--- src/rtl/fcmp_pkg.sv ---
package fcmp_pkg;

   typedef enum logic [2:0] {
      CC_UNORD = 3'd0,
      CC_BLTA  = 3'd1,
      CC_EQ    = 3'd2,
      CC_ALEB  = 3'd3,
      CC_ALTB  = 3'd4,
      CC_NE    = 3'd5,
      CC_NLT   = 3'd6,
      CC_RSVD  = 3'd7
   } cmp_cond_e;

   typedef struct packed {
      logic sign;
      logic zero;
      logic nan;
      logic snan;
   } opclass_t;

endpackage

--- src/rtl/fcmp_classify.sv ---
module fcmp_classify #(
   parameter int EXP_W = 8,
   parameter int MAN_W = 23
) (
   input  logic [EXP_W+MAN_W:0] op,
   output fcmp_pkg::opclass_t   cls
);
   localparam int W = 1 + EXP_W + MAN_W;

   logic [EXP_W-1:0] exp_f;
   logic [MAN_W-1:0] frac_f;
   logic             exp_max;
   logic             frac_nz;

   assign exp_f   = op[W-2:MAN_W];
   assign frac_f  = op[MAN_W-1:0];
   assign exp_max = &exp_f;
   assign frac_nz = |frac_f;

   always_comb begin
      cls.sign = op[W-1];
      cls.zero = ~|op[W-2:0];
      cls.nan  = exp_max & frac_nz;
      cls.snan = exp_max & frac_nz & ~frac_f[MAN_W-1];
   end
endmodule

--- src/rtl/fcmp_order.sv ---
module fcmp_order #(
   parameter int EXP_W = 8,
   parameter int MAN_W = 23
) (
   input  logic [EXP_W+MAN_W:0] a,
   input  logic [EXP_W+MAN_W:0] b,
   output logic                 a_lt_b,
   output logic                 b_lt_a,
   output logic                 a_eq_b
);
   localparam int W = 1 + EXP_W + MAN_W;

   function automatic logic lt_fn(input logic [W-1:0] x, input logic [W-1:0] y);
      logic both_zero;
      both_zero = ~|x[W-2:0] & ~|y[W-2:0];
      if (both_zero)
         return 1'b0;
      else if (x[W-1] != y[W-1])
         return x[W-1];
      else if (!x[W-1])
         return x[W-2:0] < y[W-2:0];
      else
         return x[W-2:0] > y[W-2:0];
   endfunction

   assign a_lt_b = lt_fn(a, b);
   assign b_lt_a = lt_fn(b, a);
   assign a_eq_b = (a == b) | (~|a[W-2:0] & ~|b[W-2:0]);
endmodule

--- src/rtl/fcmp_select.sv ---
module fcmp_select (
   input  fcmp_pkg::cmp_cond_e cond,
   input  fcmp_pkg::opclass_t  cls_a,
   input  fcmp_pkg::opclass_t  cls_b,
   input  logic                a_lt_b,
   input  logic                b_lt_a,
   input  logic                a_eq_b,
   output logic                raw_res,
   output logic                raw_inv
);
   import fcmp_pkg::*;

   logic any_nan;
   logic any_snan;

   assign any_nan  = cls_a.nan | cls_b.nan;
   assign any_snan = cls_a.snan | cls_b.snan;

   always_comb begin
      raw_res = 1'b0;
      raw_inv = 1'b0;
      unique case (cond)
         CC_UNORD: begin raw_res = any_nan;                       raw_inv = any_snan; end
         CC_BLTA:  begin raw_res = ~any_nan & b_lt_a;             raw_inv = any_nan;  end
         CC_EQ:    begin raw_res = ~any_nan & a_eq_b;             raw_inv = any_snan; end
         CC_ALEB:  begin raw_res = ~any_nan & (a_lt_b | a_eq_b);  raw_inv = any_nan;  end
         CC_ALTB:  begin raw_res = ~any_nan & a_lt_b;             raw_inv = any_nan;  end
         CC_NE:    begin raw_res = any_nan | ~a_eq_b;             raw_inv = any_snan; end
         CC_NLT:   begin raw_res = any_nan | ~a_lt_b;             raw_inv = any_nan;  end
         default:  begin raw_res = 1'b0;                          raw_inv = 1'b0;     end
      endcase
   end
endmodule

--- src/rtl/fcmp_flag.sv ---
module fcmp_flag (
   input  logic clk,
   input  logic rst_n,
   input  logic req,
   input  logic raw_inv,
   input  logic clr,
   input  logic cfg_en,
   input  logic glb_en,
   output logic sticky,
   output logic exc_pulse
);
   always_ff @(posedge clk or negedge rst_n) begin
      if (!rst_n) begin
         sticky    <= 1'b0;
         exc_pulse <= 1'b0;
      end else begin
         sticky    <= (sticky & ~clr) | (req & raw_inv);
         exc_pulse <= req & raw_inv & cfg_en & glb_en;
      end
   end

   p_sticky_hold_r10: assert property (@(posedge clk) disable iff (!rst_n)
      sticky && !clr |=> sticky);
   p_no_spurious_set_r10: assert property (@(posedge clk) disable iff (!rst_n)
      !sticky && !(req && raw_inv) |=> !sticky);
   p_exc_has_flag_r11: assert property (@(posedge clk) disable iff (!rst_n)
      exc_pulse |-> sticky);
   p_exc_gated_r11: assert property (@(posedge clk) disable iff (!rst_n)
      !(cfg_en && glb_en) |=> !exc_pulse);
endmodule

--- src/rtl/fcmp_unit.sv ---
module fcmp_unit #(
   parameter int EXP_W = 8,
   parameter int MAN_W = 23
) (
   input  logic                 clk,
   input  logic                 rst_n,
   input  logic                 cmp_valid,
   input  logic [2:0]           cmp_cond,
   input  logic [EXP_W+MAN_W:0] opnd_a,
   input  logic [EXP_W+MAN_W:0] opnd_b,
   input  logic                 cfg_fpexc_en,
   input  logic                 glb_exc_en,
   input  logic                 inv_clr,
   output logic                 res_valid,
   output logic                 res_bit,
   output logic                 inv_sticky,
   output logic                 exc_req
);
   import fcmp_pkg::*;

   localparam int W     = 1 + EXP_W + MAN_W;
   localparam int N_OPS = 2;

   initial begin
      assert (EXP_W >= 2) else $error("fcmp_unit: EXP_W must be at least 2");
      assert (MAN_W >= 2) else $error("fcmp_unit: MAN_W must be at least 2");
   end

   cmp_cond_e        cond_e;
   logic [W-1:0]     ops [N_OPS];
   opclass_t         cls [N_OPS];
   logic             a_lt_b, b_lt_a, a_eq_b;
   logic             raw_res, raw_inv;

   assign cond_e = cmp_cond_e'(cmp_cond);
   assign ops[0] = opnd_a;
   assign ops[1] = opnd_b;

   for (genvar gi = 0; gi < N_OPS; gi++) begin : g_cls
      fcmp_classify #(.EXP_W(EXP_W), .MAN_W(MAN_W)) u_cls (
         .op  (ops[gi]),
         .cls (cls[gi])
      );
   end

   fcmp_order #(.EXP_W(EXP_W), .MAN_W(MAN_W)) u_order (
      .a      (opnd_a),
      .b      (opnd_b),
      .a_lt_b (a_lt_b),
      .b_lt_a (b_lt_a),
      .a_eq_b (a_eq_b)
   );

   fcmp_select u_sel (
      .cond    (cond_e),
      .cls_a   (cls[0]),
      .cls_b   (cls[1]),
      .a_lt_b  (a_lt_b),
      .b_lt_a  (b_lt_a),
      .a_eq_b  (a_eq_b),
      .raw_res (raw_res),
      .raw_inv (raw_inv)
   );

   fcmp_flag u_flag (
      .clk       (clk),
      .rst_n     (rst_n),
      .req       (cmp_valid),
      .raw_inv   (raw_inv),
      .clr       (inv_clr),
      .cfg_en    (cfg_fpexc_en),
      .glb_en    (glb_exc_en),
      .sticky    (inv_sticky),
      .exc_pulse (exc_req)
   );

   always_ff @(posedge clk or negedge rst_n) begin
      if (!rst_n) begin
         res_valid <= 1'b0;
         res_bit   <= 1'b0;
      end else begin
         res_valid <= cmp_valid;
         res_bit   <= cmp_valid & raw_res;
      end
   end

   p_latency_r9: assert property (@(posedge clk) disable iff (!rst_n)
      cmp_valid |=> res_valid);
   p_idle_r9: assert property (@(posedge clk) disable iff (!rst_n)
      !cmp_valid |=> !res_valid && !res_bit);
   p_unord_nan_r1: assert property (@(posedge clk) disable iff (!rst_n)
      cmp_valid && cond_e == CC_UNORD && (cls[0].nan || cls[1].nan) |=> res_bit);
   p_nlt_nan_r5: assert property (@(posedge clk) disable iff (!rst_n)
      cmp_valid && cond_e == CC_NLT && (cls[0].nan || cls[1].nan) |=> res_bit && inv_sticky);
   p_reserved_r8: assert property (@(posedge clk) disable iff (!rst_n)
      cmp_valid && cond_e == CC_RSVD |=> !res_bit);
   p_signed_zero_r6: assert property (@(posedge clk) disable iff (!rst_n)
      cmp_valid && cond_e == CC_EQ && cls[0].zero && cls[1].zero |=> res_bit);
   p_exc_with_valid_r11: assert property (@(posedge clk) disable iff (!rst_n)
      exc_req |-> res_valid);
endmodule

--- config.mk ---
export PLATFORM = sky130hd
export DESIGN_NAME = fcmp_unit
export DESIGN_NICKNAME = d
export VERILOG_FILES = /design/src/rtl/fcmp_pkg.sv /design/src/rtl/fcmp_classify.sv /design/src/rtl/fcmp_order.sv /design/src/rtl/fcmp_select.sv /design/src/rtl/fcmp_flag.sv /design/src/rtl/fcmp_unit.sv
export SDC_FILE = /design/constraint.sdc
export NUM_CORES = 1
export LEC_CHECK = 0
export BUFFER_PORTS_ARGS = -buffer_cell sky130_fd_sc_hd__buf_2
export CAP_MARGIN = 10
export CORE_MARGIN = 10
export CORE_UTILIZATION = 45
export DETAILED_ROUTE_END_ITERATION = 6
export HOLD_SLACK_MARGIN = 0.1
export MAX_ROUTING_LAYER = met4
export PLACE_DENSITY = 0.89
export SLEW_MARGIN = 15
export SYNTH_ARGS = -nofsm -noshare
export SYNTH_HDL_FRONTEND = slang
export SYNTH_SLANG_ARGS = --single-unit
--- constraint.sdc ---
create_clock -name clk -period 0.95 [get_ports clk]
set_clock_uncertainty 0.1 [all_clocks]
set_input_delay 0.19 -clock clk [delete_from_list [all_inputs] [get_ports clk]]
set_output_delay 0.19 -clock clk [all_outputs]
set_load 0.05 [all_outputs]
* Word level (Yosys, flattened, before mapping) *
Cells that the tools add are included.

word-level totals
  register bits = 4
  memories kept = 0
  logic and storage cells = 63
  latch bits = 0
  memory bits (read-only) = 0
  output and inout port bits = 4
  RAM bits = 0

operators by class
  reductions and logical operators = 11
  $mul = 0
  bitwise gates (word level) = 27
  order comparisons = 4
  add/sub/neg operators = 0
  div/mod/pow operators = 0
  eq/ne operators = 9
  multiplexer cells = 8
  shift operators = 0

operator list
  operator              number
  $gt A31 B31 Y1        2
  $lt A31 B31 Y1        2
  $reduce_or A31 Y1     2
  $reduce_or A23 Y1     2
  $eq A32 B32 Y1        1
  $reduce_and A8 Y1     2
  $and A1 B1 Y1         14
  $eq A3 B3 Y1 const B  3
  $or A1 B1 Y1          7
  $pmux W1 S7           1
  $eq A3 B2 Y1 const B  2
  $mux W1               6
  $not A1 Y1            6
  $reduce_or A4 Y1      1
  $eq A3 B1 Y1 const B  1
  $logic_not A3 Y1      1
  $reduce_or A3 Y1      1
  $logic_not A1 Y1      2
  $ne A1 B1 Y1          2
  $pmux W1 S2           1

* Depth between registers and ports, before layout *
  word-level depth = 8
  gate-level depth with buffers = 10
  gate-level depth less buffers = 10

* Modules after synthesis *
A second synthesis with hierarchy kept.

unflattened totals
  cells, all modules = 199
  area total of the unflattened synthesis = 1466.4 um^2

modules (own cells, without submodules)
  module         times used  area each (um^2)  cells each  sequential area each (um^2)
  fcmp_order     1           963.4             136         0.0
  fcmp_classify  2           121.4             17          0.0
  fcmp_select    1           133.9             19          0.0
  fcmp_flag      1           70.1              7           50.0
  fcmp_unit      1           56.3              3           50.0

* Worst setup path after synthesis *
No wires, ideal clock.

  path type = input -> register
  start = in opnd_b[13]
  end = reg res_bit
  stages = 10
  required time = 768 ps
  arrival time = 2375 ps
  path slack = -1607 ps
  setup time = 82 ps
  buffers on the path = 0
  cell sequence = inv_1 ha_1 nand4_2 or3_1 a31oi_1 o21ai_1 a22o_1 a2111o_1 or4_1 a31oi_1

on the way
  cells in the longest elaborated chain, start to end = 8
  elaborated cells between the ends (all ways) = 30
  those cells by class = order compare (4); eq/ne (1); mux (7); bitwise (15); reduce/logical (3)

RTL lines
  item                                                line                                                  RTL
  start, declared                                     fcmp_unit.sv:10                                       input logic [EXP_W+MAN_W:0] opnd_b,
  $lt A31 B31 Y1 (tied with other cells)              fcmp_order.sv:21                                      return x[W-2:0] < y[W-2:0];
  $mux W1 / $logic_not A1 Y1 (equally long branches)  fcmp_order.sv:20, fcmp_order.sv:15, fcmp_order.sv:28
  $mux W1 / $and A1 B1 Y1 (equally long branches)     fcmp_order.sv:18, fcmp_order.sv:15, fcmp_order.sv:28
  $mux W1 / $or A1 B1 Y1 (equally long branches)      fcmp_order.sv:16, fcmp_order.sv:28
  $or A1 B1 Y1 (tied with other cells)                fcmp_select.sv:26                                     CC_ALEB: begin raw_res = ~any_nan & (a_lt_b | a_eq_b); raw_inv = any_nan; end
  $and A1 B1 Y1 (tied with other cells)               fcmp_select.sv:26
  $pmux W1 S7 (*)                                     fcmp_select.sv:22                                     unique case (cond)
  $and A1 B1 Y1 (*)                                   fcmp_unit.sv:83                                       res_bit <= cmp_valid & raw_res;
  end signal, assigned                                fcmp_unit.sv:83
  end, declared                                       fcmp_unit.sv:15                                       output logic res_bit,

Every way passes the cells marked *; elsewhere a longest branch is shown, timed or not.

* Final worst setup path *
  start = in opnd_b[15]
  end = reg res_bit

The elaborated chain is that of the path after synthesis.

==> flow_summary.toml <==
[pwr]
clkPwrFrac_pct = 15.8
total_leakage_power_nw = 1.31
p_sw_uw = 558
seqPwrFrac_pct = 13.8
p_per_area_nw_per_um2 = 557
ir_drop_uv = 316
p_comb_share_pct = 70.4
power_mw = 1.37
swShare_pct = 40.9
p_int_uw = 807

[final_layout]
n_antenna_cell = 0
drive_gt1_share_pct = 47.8
syn_to_final_growth_pct = 78.1
fillers = 190
final_nets = 426
layout_commonest_cell = "buf_2"
final_cell_mix = "buf_2 (68), buf_4 (50), inv_1 (35)"
finish.utilization_pct = 82.3

[timing]
finalCritPeriodShare_pct = 263
slew_headroom_pct = 74.4
fmax_mhz = 400
setup_viol = 7
hold_slack_ns = 0.116
fin_tns_setup_ns = -4.20
report.final.slew_viol_count = 0
fin_crit_ns = 2.50
hold_viol = 0
worst_pin_slew_ns = 0.381
fin_ws_ns = -1.55
grt_setup_unrepaired = "true"

[worst_hold_path]
hp-class = "input port to flip-flop"
min_from = "glb_exc_en"
min_to = "u_flag.exc_pulse$_DFF_PN0_"
hold_depth = 2

[floorplan]
initial_core_util_pct = 46.2
die_h_um = 75.3
dieWidth_um = 75.3
die_area_sq_um = 5670
io_pins = 77
row_count = 20
core_sq_um = 2980

[drt]
finalWirelength_mm = 6.35
drtIter0Drc = 110
postRouteAntennaNets = 0
dr_total_vias = 2106
viasPerCell = 5.97
drtPass1Iterations = 4
wire_per_inst_um = 18.0
drc = 0

[critical_path]
cp-end-kind = "flip-flop"
cp.required_ns = 1.00
r2r-start = "u_flag.sticky$_DFF_PN0_"
cp-start-kind = "input port"
crit_arrival_ns = 2.55
cp_max_fo = 3
worstSetupPathType = "input port to flip-flop"
reg2reg_slack_ns = 0.20
rr_worst_depth = 1
r2r_end = "u_flag.sticky$_DFF_PN0_"

[cts]
htreeDepth = 1
max-clock-path-buffers = 2
insertion_delay_ns = 0.24
cts_tree = "yes"
clk_pin_slew_ns = 0.04
cts_buffers = 3
cts-root-buf = "clkbuf_4"
cts_sinks = 4

[run]
cap_violations = 0

[synthesis]
yosysSeqAreaShare_pct = 7.27
ys_types = 41
synth_fp_nets = 293
syn_area_per_cell_sq_um = 7.28
yosys_warnings = 0
async_reset_ff_share_pct = 100
synth_cells = 189
netlist_area_sq_um = 1380
synth_seq_cells = 4
synth_edf_count = 0
synth_flop_cell = "dfrtp_1"

[status]
status = "finished with violations"
violations = "setup timing"

[grt]
grt_overflow = 0
grt_pass1_wl_mm = 9.27
globalRouteTotalUtil_pct = 20.8
grt_max_degree = 10
first_global_vias = 2236
antenna_found_initial = 0

[placed_design]
io_buffers = 76
routabilityCongestion = 0.927
dp_hpwl_mm = 4.80
-- repair_timing --
item,CTS,global route
gates resized for setup,22,14
buffers inserted,1,1
setup endpoints to repair,7,7
hold buffers,2,0
pin swaps,2,5
hold endpoints to repair,6,0
-- area by class of cell --
cell class	count	area (sq um)	area share (%)
clock buffer	3	22.5	0.919
inverter	38	143	5.82
multi-input combinational	145	1290	52.7
sequential	4	100	4.08
tap	33	41.3	1.68
timing repair buffer	130	852	34.8
-- stage by stage --
stage	setup WS, ns	area [sq um]	std cells
6_report	-1.55	2450	353
5_1_grt	-1.60	2450	353
4_1_cts	-1.44	2380	352
3_5_place_dp	-1.74	2210	346
3_3_place_gp	-1.65	2210	346
2_1_floorplan	-1.49	1420	189
-- flip-flops by register name, indices dropped and copies added (netlist names) --
name              count
u_flag.sticky         1
res_valid             1
u_flag.exc_pulse      1
res_bit               1
-- critical path: stages --
cell,delay (ns)
buf_2,0.12
buf_4,0.15
nor4_2,0.41
and4_1,0.33
a311oi_1,0.14
nor2_1,0.18
nand2_1,0.08
a2111o_1,0.41
or4_1,0.40
a31oi_1,0.15
-- kinds of logic after synthesis --
group | after synthesis | synth area share, %
compound gates | 46 | 23.4
xor+xnor | 2 | 1.27
fa+ha+maj | 31 | 28.2
buf+inv | 40 | 10.9
flops | 4 | 7.27
simple gates | 66 | 29.0
-- Yosys cell counts (all sizes together), types with 4 or more instances --
cell   number  share of area (%)
a21oi      14                5.1
nand2      10                2.7
and4        6                3.8
ha         31                 28
nand4      11                5.5
o21ai       4                1.5
nor4       15                6.8
dfrtp       4                7.3
inv        38                 10
nand3       6                2.2
nor2        5                1.4
-- worst max path at each step --
| stage | startpoint | to | slack, ns |
|---|---|---|---|
| floorplan | opnd_b[13] | res_bit$_DFF_PN0_ | -1.49 |
| global placement | opnd_b[8] | res_bit$_DFF_PN0_ | -1.65 |
| detailed placement | opnd_b[7] | res_bit$_DFF_PN0_ | -1.74 |
| CTS | opnd_a[8] | res_bit$_DFF_PN0_ | -1.44 |
| global route | opnd_b[12] | res_bit$_DFF_PN0_ | -1.60 |
| finish | opnd_b[15] | res_bit$_DFF_PN0_ | -1.55 |
-- power by group through the flow --
stage | Sequential (mW) | Clock (mW) | Combinational (mW)
final | 0.188 | 0.216 | 0.962
after global routing | 0.189 | 0.243 | 1.05
after CTS | 0.189 | 0.221 | 0.891
after detailed placement | 0.188 | 0 | 0.826
after global placement | 0.188 | 0 | 0.784
after floorplan | 0.228 | 0 | 0.350
-- routing by layer --
metal / routed length [um] / track usage (%)
met1: 2190 / 19.5
met4: 326 / 11.5
met2: 3360 / 38.4
met5: 0 / -
met3: 478 / 4.69
Note: power is estimated with default switching activity, not from simulation.
